<file path="src/rtl/ssp_pkg.sv">
package ssp_pkg;
  localparam logic [1:0] ADDR_CTRLA = 2'd0;
  localparam logic [1:0] ADDR_CTRLB = 2'd1;
  localparam logic [1:0] ADDR_DATA  = 2'd2;

  typedef struct packed {
    logic loadData;
    logic shiftOut;
    logic shiftIn;
    logic msbFirst;
    logic cmpEn;
    logic cmpEdge;
  } sspStrobe_t;
endpackage

</file>
<file path="src/rtl/ssp_ctrl.sv">
module ssp_ctrl
  import ssp_pkg::*;
#(
  parameter int DATA_W    = 8,
  parameter int BASE_HALF = 4
) (
  input  logic              clk,
  input  logic              rstN,
  input  logic [1:0]        busAddr,
  input  logic              busWr,
  input  logic [DATA_W-1:0] busWdata,
  input  logic [DATA_W-1:0] srData,
  input  logic              sclkIn,
  output logic [DATA_W-1:0] busRdata,
  output sspStrobe_t        strobe,
  output logic              sclkOut,
  output logic              sclkOe,
  output logic              sdoOe,
  output logic              doneIrq
);
  localparam int CNT_W = $clog2(DATA_W);
  localparam int PH_W  = $clog2(BASE_HALF << 5) + 1;

  logic [2:0]       clkDiv;
  logic             msbFirst, intClk;
  logic [CNT_W-1:0] lenSel, bitCnt;
  logic             cmpEn, sdoFloat, cmpEdge;
  logic             busy, driveEn, sclkInt;
  logic [PH_W-1:0]  phaseCnt, halfLim;
  logic             sync1, sync2, sclkPrev;
  logic             wrData, wrCtrlA, wrCtrlB, tick, fallEv, riseEv;
  logic [2:0]       divShift;
  wire unusedHi = &{1'b0, busWdata[DATA_W-1:6]};

  // Divider code to shift amount; reserved codes fold onto the slowest rate
  always_comb begin
    if (!clkDiv[2])             divShift = {1'b0, clkDiv[1:0]};
    else if (clkDiv[1:0] == 2'b10) divShift = 3'd4;
    else                        divShift = 3'd5;
    halfLim = PH_W'(BASE_HALF) << divShift;
  end

  assign wrCtrlA = busWr && (busAddr == ADDR_CTRLA);
  assign wrCtrlB = busWr && (busAddr == ADDR_CTRLB);
  assign wrData  = busWr && (busAddr == ADDR_DATA) && !busy;
  assign tick    = busy && intClk && (phaseCnt == halfLim - 1'b1);
  assign fallEv  = intClk ? (tick && sclkInt)  : (sclkPrev && !sync2);
  assign riseEv  = intClk ? (tick && !sclkInt) : (!sclkPrev && sync2);

  always_ff @(posedge clk or negedge rstN) begin
    if (!rstN) begin
      clkDiv <= '0; msbFirst <= 1'b0; intClk <= 1'b0;
      lenSel <= '0; cmpEn <= 1'b0; sdoFloat <= 1'b0; cmpEdge <= 1'b0;
      busy <= 1'b0; driveEn <= 1'b0; sclkInt <= 1'b1;
      phaseCnt <= '0; bitCnt <= '0; doneIrq <= 1'b0;
      sync1 <= 1'b1; sync2 <= 1'b1; sclkPrev <= 1'b1;
    end else begin
      sync1    <= sclkIn;
      sync2    <= sync1;
      sclkPrev <= sync2;
      doneIrq  <= 1'b0;
      if (wrCtrlA) begin
        clkDiv   <= busWdata[2:0];
        msbFirst <= busWdata[3];
        intClk   <= busWdata[4];
      end
      if (wrCtrlB) begin
        lenSel   <= busWdata[CNT_W-1:0];
        cmpEn    <= busWdata[3];
        sdoFloat <= busWdata[4];
        cmpEdge  <= busWdata[5];
      end
      if (wrData && intClk) begin
        busy     <= 1'b1;
        driveEn  <= 1'b1;
        phaseCnt <= '0;
        bitCnt   <= '0;
        sclkInt  <= 1'b1;
      end else if (busy && intClk) begin
        if (tick) begin
          phaseCnt <= '0;
          sclkInt  <= ~sclkInt;
        end else begin
          phaseCnt <= phaseCnt + 1'b1;
        end
      end
      if (fallEv) begin
        busy     <= 1'b1;
        driveEn  <= 1'b1;
        sdoFloat <= 1'b0;
      end
      if (riseEv) begin
        if (bitCnt == lenSel) begin
          bitCnt  <= '0;
          busy    <= 1'b0;
          doneIrq <= 1'b1;
          if (intClk) driveEn <= 1'b0;
        end else begin
          bitCnt <= bitCnt + 1'b1;
        end
      end
    end
  end

  always_comb begin
    strobe.loadData = wrData;
    strobe.shiftOut = fallEv;
    strobe.shiftIn  = riseEv;
    strobe.msbFirst = msbFirst;
    strobe.cmpEn    = cmpEn;
    strobe.cmpEdge  = cmpEdge;
  end

  always_comb begin
    case (busAddr)
      ADDR_CTRLA: busRdata = DATA_W'({intClk, msbFirst, clkDiv});
      ADDR_CTRLB: busRdata = DATA_W'({busy, 1'b0, cmpEdge, sdoFloat, cmpEn, 3'(lenSel)});
      ADDR_DATA:  busRdata = srData;
      default:    busRdata = '0;
    endcase
  end

  assign sclkOut = sclkInt;
  assign sclkOe  = intClk;
  assign sdoOe   = driveEn && !sdoFloat;
endmodule

</file>
<file path="src/rtl/ssp_datapath.sv">
module ssp_datapath
  import ssp_pkg::*;
#(
  parameter int DATA_W = 8
) (
  input  logic              clk,
  input  logic              rstN,
  input  sspStrobe_t        strobe,
  input  logic [DATA_W-1:0] wrData,
  input  logic              sdi,
  output logic [DATA_W-1:0] srData,
  output logic              sdo,
  output logic              cmpOut,
  output logic              cmpIrq
);
  logic [DATA_W-1:0] shiftReg;
  logic              sdoReg, cmpNew;

  assign cmpNew = sdoReg ^ sdi;

  always_ff @(posedge clk or negedge rstN) begin
    if (!rstN) begin
      shiftReg <= '0;
      sdoReg   <= 1'b1;
    end else begin
      if (strobe.loadData)
        shiftReg <= wrData;
      else if (strobe.shiftIn)
        shiftReg <= strobe.msbFirst ? {shiftReg[DATA_W-2:0], sdi}
                                    : {sdi, shiftReg[DATA_W-1:1]};
      if (strobe.shiftOut)
        sdoReg <= strobe.msbFirst ? shiftReg[DATA_W-1] : shiftReg[0];
    end
  end

  always_ff @(posedge clk or negedge rstN) begin
    if (!rstN) begin
      cmpOut <= 1'b0;
      cmpIrq <= 1'b0;
    end else begin
      cmpIrq <= 1'b0;
      if (!strobe.cmpEn) begin
        cmpOut <= 1'b0;
      end else if (strobe.shiftIn) begin
        cmpOut <= cmpNew;
        cmpIrq <= strobe.cmpEdge ? (cmpOut & ~cmpNew) : (~cmpOut & cmpNew);
      end
    end
  end

  assign srData = shiftReg;
  assign sdo    = sdoReg;
endmodule

</file>
<file path="src/rtl/sync_serial_port.sv">
module sync_serial_port
  import ssp_pkg::*;
#(
  parameter int DATA_W    = 8,
  parameter int BASE_HALF = 4
) (
  input  logic              clk,
  input  logic              rstN,
  input  logic [1:0]        busAddr,
  input  logic              busWr,
  input  logic [DATA_W-1:0] busWdata,
  output logic [DATA_W-1:0] busRdata,
  input  logic              sclkIn,
  output logic              sclkOut,
  output logic              sclkOe,
  input  logic              sdi,
  output logic              sdo,
  output logic              sdoOe,
  output logic              cmpOut,
  output logic              doneIrq,
  output logic              cmpIrq
);
  sspStrobe_t        strobe;
  logic [DATA_W-1:0] srData;

  ssp_ctrl #(.DATA_W(DATA_W), .BASE_HALF(BASE_HALF)) u_ctrl (
    .clk(clk), .rstN(rstN), .busAddr(busAddr), .busWr(busWr),
    .busWdata(busWdata), .srData(srData), .sclkIn(sclkIn),
    .busRdata(busRdata), .strobe(strobe), .sclkOut(sclkOut),
    .sclkOe(sclkOe), .sdoOe(sdoOe), .doneIrq(doneIrq)
  );

  ssp_datapath #(.DATA_W(DATA_W)) u_dp (
    .clk(clk), .rstN(rstN), .strobe(strobe), .wrData(busWdata),
    .sdi(sdi), .srData(srData), .sdo(sdo), .cmpOut(cmpOut), .cmpIrq(cmpIrq)
  );
endmodule

</file>
<file path="config.mk">
export PLATFORM = sky130hd
export DESIGN_NAME = sync_serial_port
export DESIGN_NICKNAME = d
export VERILOG_FILES = /design/src/rtl/ssp_pkg.sv /design/src/rtl/ssp_ctrl.sv /design/src/rtl/ssp_datapath.sv /design/src/rtl/sync_serial_port.sv
export SDC_FILE = /design/constraint.sdc
export NUM_CORES = 1
export LEC_CHECK = 0
export BUFFER_PORTS_ARGS = -buffer_cell sky130_fd_sc_hd__buf_2
export CAP_MARGIN = 20
export CORE_ASPECT_RATIO = 1.4
export CORE_UTILIZATION = 44
export CTS_CLUSTER_DIAMETER = 80
export DETAILED_ROUTE_END_ITERATION = 8
export HOLD_SLACK_MARGIN = 0.1
export PLACE_DENSITY = 0.63
export SETUP_SLACK_MARGIN = 0.15
export SLEW_MARGIN = 15
export SYNTH_ARGS = -nofsm -noshare
export SYNTH_HDL_FRONTEND = slang
export SYNTH_SLANG_ARGS = --single-unit
</file>
<file path="constraint.sdc">
create_clock -name clk -period 4.6 [get_ports clk]
set_input_delay 0.46 -clock clk [delete_from_list [all_inputs] [get_ports clk]]
set_output_delay 0.46 -clock clk [all_outputs]
set_load 0.01 [all_outputs]
</file>
# Word level (Yosys, flattened, before mapping)
# Index checks and enable logic that the tools add are counted.
# W data, S select, Z words.
[totals]
register_bits = 40
out_inout_bits = 15
elab_cells = 96
in_bits = 15
[classes]
n_addsub = 3
n_eq_ne = 6
n_reduce_logical = 24
shift = 1
muxes = 36
bitwise = 6
[ops]
columns = ["operator", "n"]
rows = [
  ["$mux W8", 6],
  ["$mux W1", 25],
  ["$pmux W8 S3", 1],
  ["$logic_and A1 B1 Y1", 12],
  ["$mux W3", 4],
  ["$reduce_bool A2 Y1", 5],
  ["$add A8 B1 Y8 const B", 1],
  ["$eq A8 B8 Y1", 1],
  ["$shl A3 B3 Y8 const A", 1],
  ["$sub A8 B1 Y8 const B", 1],
  ["$logic_not A1 Y1", 5],
  ["$eq A2 B2 Y1 const B", 2],
  ["$add A3 B1 Y3 const B", 1],
  ["$eq A3 B3 Y1", 1],
  ["$not A1 Y1", 3],
  ["$and A1 B1 Y1", 2],
  ["$eq A2 B1 Y1 const B", 1],
  ["$logic_not A2 Y1", 1],
  ["$ne A2 B2 Y1 const B", 1],
  ["$reduce_and A2 Y1", 1],
  ["$xor A1 B1 Y1", 1],
]

# Longest topological paths before layout
# Gate-level depths: netlist (run 1).
[logic_depth]
ltp_word = 13
ltp_mapped = 7
ltp_nobuf = 6

# By module
# A second synthesis (run 1) with hierarchy kept.
[hier_totals]
cells_unflattened = 215
area_unflattened_um2 = 2285.9
[by_module_without_submodules]
columns = ["module", "seq_area_each_um2", "n_inst", "area_per_inst_um2", "cells_each"]
rows = [
  ["ssp_ctrl", 730.7, 1, 1661.6, 158],
  ["ssp_datapath", 276.5, 1, 624.3, 57],
]

# Worst setup path after synthesis (run 1)
# Ideal clock, no wire load.
[synth_timing]
kind = "flip-flop to flip-flop"
from = "register u_ctrl.clkDiv[2]"
to = "register u_ctrl.bitCnt[2]"
path_slack_ns = 2.795
t_required_ns = 4.480
path_buffers = 1
synth_period_minus_slack_ns = 1.805
setup_time_ns = 0.120
arrival_ns = 1.685
path_stages_with_launch = 7
path_cell_list = "dfrtp_1 buf_2 a2111oi_2 a41oi_1 a2111oi_4 nor2_2 a31o_1"
[synth_via]
elab_chain_len = 8
elab_cells_between_ends = 9
classes_between = "add/sub: 1; eq/ne: 1; shift: 1; mux: 3; reduce/logical: 3"
[synth_rtl]
columns = ["item", "line", "text"]
rows = [
  ["from (decl)", "ssp_ctrl.sv:24", "logic [2:0] clkDiv;"],
  ["from (signal assigned)", "ssp_ctrl.sv:63", "clkDiv <= busWdata[2:0];"],
  ["$mux W3 (*)", "ssp_ctrl.sv:37", "if (!clkDiv[2]) divShift = {1'b0, clkDiv[1:0]};"],
  ["$shl A3 B3 Y8 (*)", "ssp_ctrl.sv:40", "halfLim = PH_W'(BASE_HALF) << divShift;"],
  ["$sub A8 B1 Y8 (*)", "ssp_ctrl.sv:46", "assign tick = busy && intClk && (phaseCnt == halfLim - 1'b1);"],
  ["$eq A8 B8 Y1 (*)", "ssp_ctrl.sv:46", ""],
  ["$logic_and A1 B1 Y1 (*)", "ssp_ctrl.sv:46", ""],
  ["$logic_and A1 B1 Y1 (*)", "ssp_ctrl.sv:48", "assign riseEv = intClk ? (tick && !sclkInt) : (!sclkPrev && sync2);"],
  ["$mux W1 (*)", "ssp_ctrl.sv:48", ""],
  ["$mux W3 or $reduce_bool A2 Y1 (tied branches)", "n/a", ""],
  ["to (signal assigned)", "ssp_ctrl.sv:99", "bitCnt <= bitCnt + 1'b1;"],
  ["to (decl)", "ssp_ctrl.sv:26", "logic [CNT_W-1:0] lenSel, bitCnt;"],
]
# Mark *: on every way between the ends. The rest lies on a longest branch, timed or not.
# A chain may end at the register's enable or synchronous reset.

# Final worst setup path (run 1)
[layout_timing]
from = "register u_ctrl.clkDiv[2]"
to = "register u_dp.sdoReg, in the netlist u_dp.sdo"
[layout_via]
elab_chain_len = 7
[layout_rtl]
columns = ["item", "line", "text"]
rows = [
  ["$mux W3", "ssp_ctrl.sv:37", ""],
  ["$shl A3 B3 Y8", "ssp_ctrl.sv:40", ""],
  ["$sub A8 B1 Y8", "ssp_ctrl.sv:46", ""],
  ["$eq A8 B8 Y1", "ssp_ctrl.sv:46", ""],
  ["$logic_and A1 B1 Y1", "ssp_ctrl.sv:46", ""],
  ["$logic_and A1 B1 Y1", "ssp_ctrl.sv:47", "assign fallEv = intClk ? (tick && sclkInt) : (sclkPrev && !sync2);"],
  ["$mux W1", "ssp_ctrl.sv:47", ""],
  ["to (signal assigned)", "ssp_datapath.sv:32", "sdoReg <= strobe.msbFirst ? shiftReg[DATA_W-1] : shiftReg[0];"],
  ["to (decl)", "ssp_datapath.sv:17", "logic sdoReg, cmpNew;"],
]
# No other way between the ends.

==> impl_metrics.csv, run 1 <==
group,metric,value,unit
placement,io_buffers,29,
yosys,synth-edff-count,0,
yosys,syn_inst,230,
placement,dp_hpwl,4000,µm
global_routing,grt_remaining_overflow,0,
floorplan,dieArea,5580,µm²
cts,postCtsSetupBuffers,0,
critical_path,crit_path_end_kind,"flop",
timing,setup_ws,2.51,ns
route,viasPerCell,5.84,
yosys,synthTopCellsByArea,"dfrtp_1 (38%), mux2i_1 (6.9%), dfstp_2 (5.7%)",
cts,clock_sinks,40,
placement,gp_congestion,0.846,
cts,clk_pin_slew,0.07,ns
power,ir_drop,0.000172,V
floorplan,ioPinCount,30,
cts,cts_buffers,5,
route,wirelength,5520,µm
yosys,synth_compound_area_frac,0.181,
route,final_antenna_net_count,0,
timing,skew,0.0111,ns
placement,dp.cells,313,
timing,tns,0,ns
timing,worstMarginPinSlew,0.937,ns
floorplan,die_width,63.4,µm
yosys,synth_top_cell_by_area,"dfrtp_1",
yosys,syn_area_per_cell,10.1,µm²
final_layout,n_fill_cell,499,
route,vias,1874,
cts,clock-root-buffer,"clkbuf_8",
yosys,synth_ff_type,"dfrtp_1",
timing,final.period_utilization,0.454,
yosys,yosysWarnings,0,
timing,min_period,2.09,ns
global_routing,grt_max_degree,41,
yosys,ys_types,43,
global_routing,grtUsageTotal,0.217,
critical_path,path_buf_inv,1,
global_routing,first_global_vias,1790,
floorplan,num_rows,30,
floorplan,core,4950,µm²
yosys,netlist.area_leader.share,0.377,
critical_path,cpPeakStageDelay,0.49,ns
run_status,status,"finished clean",
final_layout,drive_gt1_frac,0.233,
yosys,ys_ff_latch,40,
yosys,synthesis.nets,247,
critical_path,crit_required,4.81,ns
timing,finalHoldViolCount,0,
yosys,synthMuxAreaShare,0.127,
critical_path,cp_top_family,"compound AO/OA/AOI/OAI gates",
critical_path,cp_slowest_cell,"dfrtp_1",
final_layout,area_growth,11.9,%
final_layout,final_nets,273,
route,dr.pass1.iters,4,
power,power_density,441,nW/µm²
cts,htree_levels,2,
cts,hold_buffers,0,
route,wl_per_cell,17.2,µm
power,p_leak,1.13,nW
cts,cts_tree,"yes",
final_layout,layout.cells.non_filler,321,
route,drc,0,
yosys,synth_top_family_by_area,"compound AO/OA/AOI/OAI gates",
critical_path,path_cells,"a2111oi_2 > a41oi_1 > a211oi_2 > buf_4 > a21oi_1 > mux2_1",
cts,clk_path_buf_depth,2,
critical_path,start_kind,"flop",
cts,clkLatencyLatePin,0.29,ns
yosys,synthSimpleGateAreaFrac,0.168,
power,totalPowerFinal,1.15,mW
cts,post_cts_resized,0,
critical_path,crit_fanout,22,
yosys,yosysSeqAreaShare,0.433,
yosys,synth_fa_ha_area_frac,0.0108,
yosys,synth_area,2320,µm²
final_layout,diodes,0,
global_routing,grt_antenna_before_repair,0,
yosys,synth_xor_xnor_area_share,0.0527,
critical_path,path_class,"reg -> reg",
yosys,synthArstFlopShare,1.00,
timing,relSlewSlack,0.374,
placement,dp_slack,2.50,ns
flow_run,max_cap_violations,0,
timing,max_freq,479,MHz
timing,finalMaxSlewViolations,0,
floorplan,die_h,88.0,µm
timing,rsz0062_at_grt,"no",
timing,setup_viol,0,
critical_path,worstPathArrival,2.30,ns
floorplan,floorplan.initialDensity,0.469,
global_routing,grt_first_pass_wirelength,9200,µm
hold_path,min_path_type,"in -> reg",
route,drt-initial-drc-count,71,
[final cells by class]
type / count / area, µm² / share of cell area
Clock inverter: 1 / 5.00 / 0.00192
Tap cell: 64 / 80.1 / 0.0308
Inverter: 2 / 7.51 / 0.00288
Multi-Input combinational cell: 175 / 1260 / 0.484
Sequential cell: 40 / 1010 / 0.387
Timing Repair Buffer: 32 / 168 / 0.0644
Clock buffer: 7 / 76.3 / 0.0293
[flip-flops by register name, indices dropped and copies added (netlist names), 3 cells and up]
register,flops
u_ctrl.bitCnt,3
u_ctrl.clkDiv,3
u_ctrl.lenSel,3
u_ctrl.phaseCnt,8
u_dp.srData,8
[synth_stat cells (all sizes together) (2+ instances only)]
library cell,count
a2111oi,2
a211oi,11
a21oi,19
a22o,2
and2,3
and3,2
buf,6
clkbuf,7
dfrtp,35
dfstp,5
ha,2
inv,2
mux2,12
mux2i,16
nand2,19
nand2b,3
nand3,6
nand3b,9
nand4,2
nor2,11
nor2b,8
nor3,2
nor3b,3
o211ai,8
o21a,2
o21ai,8
xnor2,7
xor2,7
[final timing paths]
check	startpoint	end	slack [ns]	cells after the start
worst max-delay path	u_ctrl.clkDiv[2]	u_dp.sdo	2.51	6
worst min-delay path	sclkIn	u_ctrl.sync1	0.26	1
worst max register to register	u_ctrl.clkDiv[2]	u_dp.sdo	2.51	6
worst min register to register	u_ctrl.sync1	u_ctrl.sync2	0.36	0
max in group asynchronous	rstN	u_dp.srData[7]	3.73	1
min in group asynchronous	rstN	u_ctrl.doneIrq	0.29	1
[through the flow]
| stage | hold slack [ns] | utilization | instance area (µm²) |
|---|---|---|---|
| floorplan | 0.164 | - | 2320 |
| finish | 0.265 | 0.525 | 2600 |
| global route | 0.255 | 0.525 | 2600 |
| detailed placement | 0.349 | 0.509 | 2520 |
| CTS | 0.260 | 0.525 | 2600 |
| global placement | 0.347 | 0.509 | 2520 |
[report_power, final]
part	leakage (nW)	switching, mW	internal, mW
Sequential	0.454	0.119	0.430
Clock	0.0422	0.118	0.106
Combinational	0.636	0.188	0.186
[placed cells by master (no fill, tap or decap), types with 3 or more instances in the layout]
| cell | netlist | final |
|---|---|---|
| and2_1 | 3 | 3 |
| nand3b_1 | 9 | 9 |
| nor2_1 | 10 | 10 |
| xnor2_1 | 7 | 7 |
| nand3_1 | 6 | 6 |
| buf_4 | 0 | 3 |
| buf_2 | 6 | 29 |
| nand2b_1 | 3 | 3 |
| a21oi_1 | 19 | 19 |
| a211oi_1 | 10 | 10 |
| nor2b_1 | 8 | 8 |
| o211ai_1 | 8 | 8 |
| clkbuf_8 | 0 | 5 |
| mux2i_1 | 16 | 16 |
| dfrtp_1 | 35 | 35 |
| mux2_2 | 11 | 11 |
| xor2_1 | 7 | 7 |
| o21ai_0 | 8 | 8 |
| nand2_1 | 19 | 19 |
| dfstp_2 | 5 | 5 |
[kinds of logic after synthesis]
kind of cell,count (synthesis)
adder cells (fa/ha/maj),2
XOR/XNOR,14
buffers and inverters,15
flip-flops,40
AO/OA/AOI/OAI,59
AND/OR/NAND/NOR,72
multiplexers,28
[per-layer routing]
metal	GRT usage	vias up	wire length, µm
li1	-	897	-
met1	0.276	924	2410
met2	0.367	43	2830
met3	0.0352	10	160
met4	0.0868	0	121
met5	0	-	0
(Power assumes the default switching activity.)
==> inputs of run 2 (changes only) <==
clock period = 2.1 ns   (was 4.6 ns; I/O delays follow)
==> run 2 against run 1 <==
Via count grew 4.0%. Setup slack lost 2.4 ns. Flip-flop and latch count did not move. Sequential power rose by 120%. Critical endpoint is now u_dp.cmpOut. Largest cell class unchanged. Largest power group unchanged. Highest routed layer unchanged.
==> impl_metrics.csv, run 2 (synthesis gave the netlist of run 1 again) <==
group,metric,value,unit
run_status,status,"finished clean",
flow_run,max_cap_violations,0,
power,ir_drop,0.000416,V
critical_path,crit_path_end_kind,"flop",
timing,worstMarginPinSlew,0.624,ns
final_layout,diodes,0,
route,wl_per_cell,17.5,µm
timing,skew,0.00709,ns
global_routing,grt_remaining_overflow,0,
power,totalPowerFinal,2.75,mW
critical_path,path_buf_inv,4,
critical_path,cp_top_family,"buffers and inverters",
cts,clk_path_buf_depth,2,
critical_path,path_cells,"or2_2 > a22oi_2 > buf_4 > a2111oi_4 > buf_4 > buf_6 > buf_4 > o311a_1",
route,wirelength,5980,µm
final_layout,mostFrequentLayoutCells,"dfrtp_1 (31), buf_2 (29), nand2_1 (19)",
hold_path,hold_depth,3,
hold_path,min_from,"busWdata[6]",
placement,dp_hpwl,4300,µm
placement,gp_congestion,0.793,
final_layout,final_common_cell,"dfrtp_1",
route,drc,0,
cts,clock-root-buffer,"clkbuf_8",
critical_path,start_kind,"flop",
placement,io_buffers,29,
critical_path,crit_required,2.27,ns
floorplan,die_width,63.4,µm
final_layout,final_nets,293,
final_layout,area_growth,23.2,%
route,dr.pass1.iters,4,
critical_path,crit_fanout,7,
timing,finalHoldViolCount,0,
cts,htree_levels,2,
route,final_antenna_net_count,0,
critical_path,path_class,"reg -> reg",
route,viasPerCell,5.72,
hold_path,min_path_type,"in -> reg",
timing,finalMaxSlewViolations,0,
timing,tns,0,ns
global_routing,grt_first_pass_wirelength,9600,µm
hold_path,hold_end,"u_dp.srData[6]",
cts,clkLatencyLatePin,0.29,ns
final_layout,register_area,1010,µm²
critical_path,cp_slowest_cell,"dfrtp_2",
critical_path,crit_top_cell,"buf_4",
timing,relSlewSlack,0.582,
timing,min_period,1.96,ns
timing,hold_ws,0.155,ns
global_routing,grt_max_degree,25,
cts,clk_pin_slew,0.08,ns
floorplan,die_h,88.0,µm
final_layout,drive_gt1_frac,0.314,
global_routing,grt_antenna_before_repair,0,
timing,setup_viol,0,
cts,cts_buffers,5,
final_layout,n_fill_cell,450,
timing,rsz0062_at_grt,"yes",
global_routing,first_global_vias,1997,
cts,clock_sinks,40,
timing,final.period_utilization,0.935,
timing,max_freq,509,MHz
floorplan,core,4950,µm²
floorplan,dieArea,5580,µm²
critical_path,reg2regPathDepth,8,
critical_path,worstPathArrival,2.14,ns
critical_path,r2r_start,"u_ctrl.clkDiv[2]",
final_layout,multi_input_area,1310,µm²
floorplan,floorplan.initialDensity,0.469,
floorplan,num_rows,30,
cts,cts_tree,"yes",
critical_path,reg2reg_slack,0.14,ns
floorplan,ioPinCount,30,
power,power_density,961,nW/µm²
critical_path,worst_r2r_endpoint,"u_dp.cmpOut",
route,drt-initial-drc-count,76,
power,p_leak,1.25,nW
route,vias,1949,
critical_path,cpPeakStageDelay,0.49,ns
global_routing,grtUsageTotal,0.226,
final_layout,final_util,0.578,
## run 2: cell count changes in the layout (fill, tap and decap cells not counted), moves of 2 or more
cell and delta:
dlygate4sd3_1 +2, buf_6 +4, dfrtp_1 -4, buf_4 +13, dfrtp_2 +4, clkbuf_8 +2
## run 2: timing repair
item | in CTS | in global routing
buffers inserted | 3 | 6
endpoints found under the hold margin | 19 | 0
hold buffers | 2 | 0
resized for setup | 5 | 12
pin swaps | 1 | 6
setup endpoints to repair | 14 | 22
## run 2: tightest hold or removal path, stage by stage
cell and delay (ns):
buf_2 0.07, a21oi_1 0.05, o211ai_1 0.07
## run 2: worst max-delay path by stage
stage                                   from                to  cells after the start  slack [ns]
after floorplan             u_ctrl.clkDiv[2]  u_ctrl.bitCnt[2]                      6        0.30
after global placement      u_ctrl.clkDiv[2]  u_ctrl.bitCnt[2]                      5        0.16
after detailed placement    u_ctrl.clkDiv[2]  u_ctrl.bitCnt[2]                      5        0.06
after CTS                 u_ctrl.phaseCnt[0]    u_dp.srData[0]                      7        0.13
after global routing        u_ctrl.clkDiv[2]  u_ctrl.bitCnt[2]                      7        0.09
final                       u_ctrl.clkDiv[2]       u_dp.cmpOut                      8        0.14
## run 2: report_power, final
| group | total [mW] | internal [mW] | switching, mW |
|---|---|---|---|
| sequential | 1.21 | 0.945 | 0.266 |
| combinational | 0.974 | 0.495 | 0.479 |
| clock | 0.567 | 0.300 | 0.266 |
## run 2: metal layers
metal  global-route usage  vias up  wire (µm)
met5                    0        -          0
li1                     -      924          -
met2                0.392       43       3040
met1                0.267      971       2590
met3               0.0286       11        167
met4                0.136        0        188
## run 2: cell type report
type	instances	area share
Clock buffer	8	0.0349
Inverter	2	0.00262
Multi-Input combinational cell	175	0.459
Sequential cell	40	0.353
Tap cell	64	0.0280
Timing Repair Buffer	52	0.122
## run 2: stage by stage
stage / std cells / area (µm²) / setup WS, ns
after floorplan: 230 / 2320 / 0.295
after global routing: 341 / 2860 / 0.0870
after detailed placement: 322 / 2600 / 0.0631
after CTS: 335 / 2770 / 0.131
after global placement: 322 / 2600 / 0.155
final: 341 / 2860 / 0.137
